--- src/rtl/sirq_pkg.sv ---
package sirq_pkg;

    localparam int WORD_W = 12;

    typedef logic [WORD_W-1:0] word_t;

    // Instruction codes recognised at a boundary
    localparam word_t ENABLE_CODE = 12'o6001;
    localparam word_t RETURN_CODE = 12'o5200;
    localparam word_t VECTOR_LOC  = 12'o0000;

    typedef enum logic [1:0] {
        CLS_OTHER  = 2'd0,
        CLS_ENABLE = 2'd1,
        CLS_RETURN = 2'd2
    } op_class_e;

    // Enable state: OFF, armed (on after the next instruction), ON
    typedef enum logic [1:0] {
        EN_OFF   = 2'd0,
        EN_ARMED = 2'd1,
        EN_ON    = 2'd2
    } en_state_e;

    typedef struct packed {
        logic      boundary;
        logic      req;
        op_class_e cls;
        word_t     ret_addr;
    } boundary_t;

    typedef struct packed {
        logic  we;
        word_t addr;
        word_t data;
        logic  pc_load;
        word_t pc_val;
        logic  ret_seen;
    } call_t;

    function automatic op_class_e classify(word_t w, word_t en_code, word_t ret_code);
        if (w == en_code)
            return CLS_ENABLE;
        else if (w == ret_code)
            return CLS_RETURN;
        else
            return CLS_OTHER;
    endfunction

endpackage

--- src/rtl/sirq_decode.sv ---
module sirq_decode
    import sirq_pkg::*;
#(
    parameter word_t EN_CODE  = ENABLE_CODE,
    parameter word_t RET_CODE = RETURN_CODE
) (
    input  logic      instr_done,
    input  logic      req,
    input  word_t     instr,
    input  word_t     next_pc,
    output boundary_t bnd
);

    always_comb begin
        bnd.boundary = instr_done;
        bnd.req      = instr_done & req;
        bnd.cls      = instr_done ? classify(instr, EN_CODE, RET_CODE) : CLS_OTHER;
        bnd.ret_addr = next_pc;
    end

endmodule

--- src/rtl/sirq_enable_ctl.sv ---
module sirq_enable_ctl
    import sirq_pkg::*;
(
    input  logic      clk,
    input  logic      rst,
    input  boundary_t bnd,
    output logic      take,
    output logic      enabled
);

    en_state_e st_q, st_d;
    logic      en_eff;

    // An armed enable is already in force at the boundary after 6001
    assign en_eff = (st_q != EN_OFF);
    assign take   = bnd.boundary & bnd.req & en_eff;

    always_comb begin
        st_d = st_q;
        if (bnd.boundary) begin
            if (take)
                st_d = EN_OFF;
            else if (bnd.cls == CLS_ENABLE)
                st_d = (st_q == EN_ON) ? EN_ON : EN_ARMED;
            else if (st_q == EN_ARMED)
                st_d = EN_ON;
        end
    end

    always_ff @(posedge clk) begin
        if (rst)
            st_q <= EN_OFF;
        else
            st_q <= st_d;
    end

    assign enabled = (st_q == EN_ON);

    // reset leaves the state off
    p_reset_off_r1: assert property (@(posedge clk)
        $past(rst) |-> (st_q == EN_OFF));

    // state holds between boundaries
    p_hold_r8: assert property (@(posedge clk) disable iff (rst)
        !bnd.boundary |=> $stable(st_q));

    // without a 6001 the state cannot climb out of off
    p_off_stays_r2: assert property (@(posedge clk) disable iff (rst)
        (st_q == EN_OFF && bnd.cls != CLS_ENABLE) |=> (st_q == EN_OFF));

    // a 6001 completed while off never jumps straight to on
    p_arm_first_r5: assert property (@(posedge clk) disable iff (rst)
        (st_q == EN_OFF && bnd.boundary && bnd.cls == CLS_ENABLE) |=> (st_q == EN_ARMED));

endmodule

--- src/rtl/sirq_call_gen.sv ---
module sirq_call_gen
    import sirq_pkg::*;
#(
    parameter word_t VEC = VECTOR_LOC
) (
    input  logic      clk,
    input  logic      rst,
    input  logic      take,
    input  boundary_t bnd,
    output call_t     call
);

    localparam word_t ENTRY = VEC + word_t'(1);

    call_t call_d;

    always_comb begin
        call_d          = '0;
        call_d.ret_seen = bnd.boundary && (bnd.cls == CLS_RETURN);
        if (take) begin
            call_d.we      = 1'b1;
            call_d.addr    = VEC;
            call_d.data    = bnd.ret_addr;
            call_d.pc_load = 1'b1;
            call_d.pc_val  = ENTRY;
        end
    end

    always_ff @(posedge clk) begin
        if (rst)
            call <= '0;
        else
            call <= call_d;
    end

    // the store and the load always come together
    p_store_with_load_r3: assert property (@(posedge clk) disable iff (rst)
        call.we |-> (call.pc_load && call.addr == VEC && call.pc_val == ENTRY));

endmodule

--- src/rtl/single_irq_ctrl.sv ---
module single_irq_ctrl
    import sirq_pkg::*;
#(
    parameter word_t VEC      = VECTOR_LOC,
    parameter word_t EN_CODE  = ENABLE_CODE,
    parameter word_t RET_CODE = RETURN_CODE
) (
    input  logic              clk,
    input  logic              rst,
    input  logic              irq_req_i,
    input  logic              instr_done_i,
    input  logic [WORD_W-1:0] cur_instr_i,
    input  logic [WORD_W-1:0] next_pc_i,
    output logic              irq_taken_o,
    output logic              vec_we_o,
    output logic [WORD_W-1:0] vec_addr_o,
    output logic [WORD_W-1:0] vec_data_o,
    output logic              pc_load_o,
    output logic [WORD_W-1:0] pc_value_o,
    output logic              ret_seen_o,
    output logic              irq_enabled_o
);

    boundary_t bnd;
    logic      take;
    call_t     call;

    sirq_decode #(
        .EN_CODE  (EN_CODE),
        .RET_CODE (RET_CODE)
    ) decode_i (
        .instr_done (instr_done_i),
        .req        (irq_req_i),
        .instr      (cur_instr_i),
        .next_pc    (next_pc_i),
        .bnd        (bnd)
    );

    sirq_enable_ctl enable_i (
        .clk     (clk),
        .rst     (rst),
        .bnd     (bnd),
        .take    (take),
        .enabled (irq_enabled_o)
    );

    sirq_call_gen #(
        .VEC (VEC)
    ) call_i (
        .clk  (clk),
        .rst  (rst),
        .take (take),
        .bnd  (bnd),
        .call (call)
    );

    assign irq_taken_o = call.we;
    assign vec_we_o    = call.we;
    assign vec_addr_o  = call.addr;
    assign vec_data_o  = call.data;
    assign pc_load_o   = call.pc_load;
    assign pc_value_o  = call.pc_val;
    assign ret_seen_o  = call.ret_seen;

    // an interrupt follows only a sampled boundary with a request
    p_take_at_boundary_r7: assert property (@(posedge clk) disable iff (rst)
        irq_taken_o |-> $past(instr_done_i && irq_req_i));

    // taking an interrupt leaves the enable off
    p_take_clears_r4: assert property (@(posedge clk) disable iff (rst)
        irq_taken_o |-> !irq_enabled_o);

    // the forced call is a single-cycle pulse
    p_take_once_r3: assert property (@(posedge clk) disable iff (rst)
        irq_taken_o |=> !irq_taken_o);

    // the stored word is the return address
    p_ret_addr_r3: assert property (@(posedge clk) disable iff (rst)
        vec_we_o |-> (vec_data_o == $past(next_pc_i)));

    // the enable rises only after a boundary
    p_enable_rise_r5: assert property (@(posedge clk) disable iff (rst)
        $rose(irq_enabled_o) |-> $past(instr_done_i));

    // return flag follows a boundary
    p_ret_flag_r6: assert property (@(posedge clk) disable iff (rst)
        ret_seen_o |-> $past(instr_done_i));

endmodule

--- config.mk ---
export PLATFORM = sky130hd
export DESIGN_NAME = single_irq_ctrl
export DESIGN_NICKNAME = d
export VERILOG_FILES = /design/src/rtl/sirq_pkg.sv /design/src/rtl/sirq_decode.sv /design/src/rtl/sirq_enable_ctl.sv /design/src/rtl/sirq_call_gen.sv /design/src/rtl/single_irq_ctrl.sv
export SDC_FILE = /design/constraint.sdc
export NUM_CORES = 1
export LEC_CHECK = 0
export ABC_AREA = 1
export ABC_CLOCK_PERIOD_IN_PS = 1800
export BUFFER_PORTS_ARGS = -buffer_cell sky130_fd_sc_hd__buf_2
export CAP_MARGIN = 20
export CORE_UTILIZATION = 42
export CTS_CLUSTER_SIZE = 10
export DETAILED_ROUTE_END_ITERATION = 8
export PLACE_DENSITY = 0.83
export SLEW_MARGIN = 5
export SYNTH_ARGS = -nofsm -noshare
export SYNTH_HDL_FRONTEND = slang
export SYNTH_SLANG_ARGS = --single-unit
--- constraint.sdc ---
create_clock -name clk -period 1.8 [get_ports clk]
set_input_delay 0.09 -clock clk [delete_from_list [all_inputs] [get_ports clk]]
set_output_delay 0.09 -clock clk [all_outputs]
set_load 0.03 [all_outputs]
==> flow_summary_export.csv <==
group,metric,value,unit
status,status,"completed",
clock_tree,clk_latency,290,ps
pwr,post-layout-total-power,0.0007902,W
timing,fin_skew,0.8110,ps
floorplan,rows,16,
worst_setup_path,setup_slack_of_the_most_critical_reg_to_reg_path,680,ps
min_path,hold_path.class,"primary input to flop",
clock_tree,cts-buffers-inserted,3,
floorplan,placeable_area,2022,µm²
worst_setup_path,worst_setup_path_type,"flop to primary output",
drt,routed_wirelength,1581,µm
floorplan,floorplan.initialDensity,45.73,%
clock_tree,ctsHtreeMaxLevel,1,
timing,final.hold.worst_slack,3.351,ps
placed_design,dp_hpwl,1379,µm
worst_setup_path,crit_required,1710,ps
grt,antenna_violations_before_repair,0,
timing,setup_ws,629.1,ps
logic_synthesis,synth_warnings,0,
clock_tree,cts-resized-gates,0,
logic_synthesis,synthesis.area,924.6,µm²
timing,timing.fmax,854.0,MHz
timing,timing.setup.tns,0,ps
worst_setup_path,worst_ep_arrival_time,1080,ps
worst_setup_path,critical_path.endpoint_type,"primary output",
clock_tree,clock_tree.buffer_depth,2,
drt,routed-wl-met3,84,µm
logic_synthesis,netlist_instances,118,
worst_setup_path,crit_start,"enable_i.st_q[1]$_SDFFE_PP0P_",
drt,route.met2.wl,965,µm
worst_setup_path,crit_buf_inv,2,
worst_setup_path,setup.worst_path.end,"irq_enabled_o",
worst_setup_path,worst_r2r_path_depth,6,
flow_run,cap_viol_max_count,0,
drt,detailedRoute.firstPassIterationCount,2,
placed_design,detailedPlace.worstSlack,673.9,ps
worst_setup_path,beginning_of_the_worst_register_to_register_path,"enable_i.st_q[1]$_SDFFE_PP0P_",
timing,finalHoldViolations,0,
grt,grt_first_pass_wirelength,2594,µm
layout,drive_above_1_share,40.12,%
drt,num_vias,752,
drt,highest_layer,"met4",
drt,drt-initial-drc-count,9,
pwr,powerDensity,726.8,nW/µm²
clock_tree,clk_slew_on_worst_s_h_paths,90,ps
placed_design,gp_routability_congestion,0.8247,
timing,finalSetupViolCount,0,
drt,m1WireLength,499,µm
grt,gr-total-overflow,0,
worst_setup_path,r2r-end,"call_i.call[17]$_SDFF_PP0_",
timing,rsz0062_at_grt,"false",
worst_setup_path,max_stage_delay,320,ps
grt,grt_pass1_vias,668,
clock_tree,tritoncts,"built",
floorplan,die_h,48.92,µm
drt,wl_per_cell,8.365,µm
worst_setup_path,worst_path_dominant_cell_family,"buffers and inverters",
clock_tree,cts_setup_buffers,0,
grt,grt_start_max_net_pins,13,
pwr,leak_pwr,0.6460,nW
floorplan,die_w,48.92,µm
worst_setup_path,crit_slowest_cell,"dfxtp_1",
placed_design,port_buffers,45,
clock_tree,clk_root_buffer_cell,"clkbuf_4",
worst_setup_path,critPathLaunchType,"flop",
logic_synthesis,synth-seq-area-share,34.64,%
floorplan,num_io_pins,69,
clock_tree,cts.sinks,16,
drt,final_antenna_net_count,0,
layout,diodes,0,
pwr,vdd_drop_max,0.2945,mV
timing,final-max-slew-violation-count,0,
worst_setup_path,worstPathCellList,"clkinv_1 > nor2_1 > buf_2",
worst_setup_path,worst-path-stages,3,
layout,areaGrowthSynthToFinish,17.59,%
logic_synthesis,synthDistinctLibCells,18,
timing,shortest_clock_period_the_worst_path_allows_after_layout,1171,ps
logic_synthesis,ys_ff_latch,16,
layout,postLayoutCoreUtil,53.77,%
worst_setup_path,cp_max_fo,4,
logic_synthesis,avgSynthCellArea,7.836,µm²
timing,period_share,65.05,%
drt,route.detailed.drc,0,
layout,nNetsFinal,191,
floorplan,floorplan.die_area,2393,µm²
clock_tree,hold_buffers,0,
drt,route.detailed.vias_per_inst,3.979,
grt,track_usage,14.09,%
[layout by cell type, fill, tap and decap left out, drive strengths merged, types with 4 or more instances in the layout]
master  synthesis  routed
dfxtp          16      16
clkbuf          0       4
nor2           28      28
nand2          14      14
nand3           5       5
inv            21      21
buf            27      45
conb            1      23
[synthesized netlist by cell type]
library cell   n  area (µm²)
inv_2          3       11.26
clkinv_1       1       3.750
nand2_4        1       11.26
buf_12         1       20.02
a21oi_1        1       5.000
o21ai_0        1       5.000
nand2_2        1       6.260
dfxtp_1       16       320.3
nor3_1         1       5.000
nor4_1         1       6.260
inv_1         18       67.56
nor2_1        17       63.81
conb_1         1       3.750
buf_4         26       195.2
nor2_4        11       123.9
nand3_1        5       25.02
nand4_1        1       6.260
nand2_1       12       45.04
[state kept, by name, indices dropped and copies added, names as in the netlist]
signal / cells
call_i.call: 14
enable_i.st_q: 2
[metal layers]
metal  vias to the layer above  GRT usage (%)
met1                       334          12.12
li1                        382              -
met4                         0          7.843
met3                         4          2.492
met5                         -              0
met2                        32          29.40
[final cells by class]
cell class | instances | area, µm²
Inverter | 22 | 82.58
Fill cell | 182 | 934.6
Tap cell | 27 | 33.78
Multi-Input combinational cell | 75 | 389.1
Timing Repair Buffer | 45 | 225.2
Sequential cell | 16 | 320.3
Clock buffer | 4 | 36.28
[power by group]
| group | total, W | internal (W) | switching (W) |
|---|---|---|---|
| Sequential | 0.000365 | 0.000362 | 0.00000298 |
| Combinational | 0.000188 | 0.0000461 | 0.000142 |
| Clock | 0.000237 | 0.000123 | 0.000113 |
[how the worst min path moves through the flow]
stage / from / end / slack [ps] / cells past startpoint
4_1_cts: rst / call_i.call[1]$_SDFF_PP0_ / 3 / 2
5_1_grt: rst / call_i.call[1]$_SDFF_PP0_ / 10 / 2
2_1_floorplan: rst / enable_i.st_q[0]$_SDFFE_PP0P_ / 160 / 1
6_report: rst / call_i.call[1]$_SDFF_PP0_ / 3 / 2
3_3_place_gp: next_pc_i[4] / call_i.call[18]$_SDFF_PP0_ / 310 / 3
3_5_place_dp: rst / call_i.call[1]$_SDFF_PP0_ / 310 / 2
[metrics by stage]
| step | cell area [µm²] | std cells |
|---|---|---|
| after floorplan | 1007 | 140 |
| after CTS | 1087 | 189 |
| after global placement | 1051 | 185 |
| after global routing | 1087 | 189 |
| after detailed placement | 1051 | 185 |
| final | 1087 | 189 |
[logic make-up after synthesis]
logic type	after synthesis	synth area share (%)
simple gates	50	31.66
buf+inv	49	32.21
flops	16	34.64
compound gates	2	1.082
other cells	1	0.4056
Power figures use the tool's default switching activity.
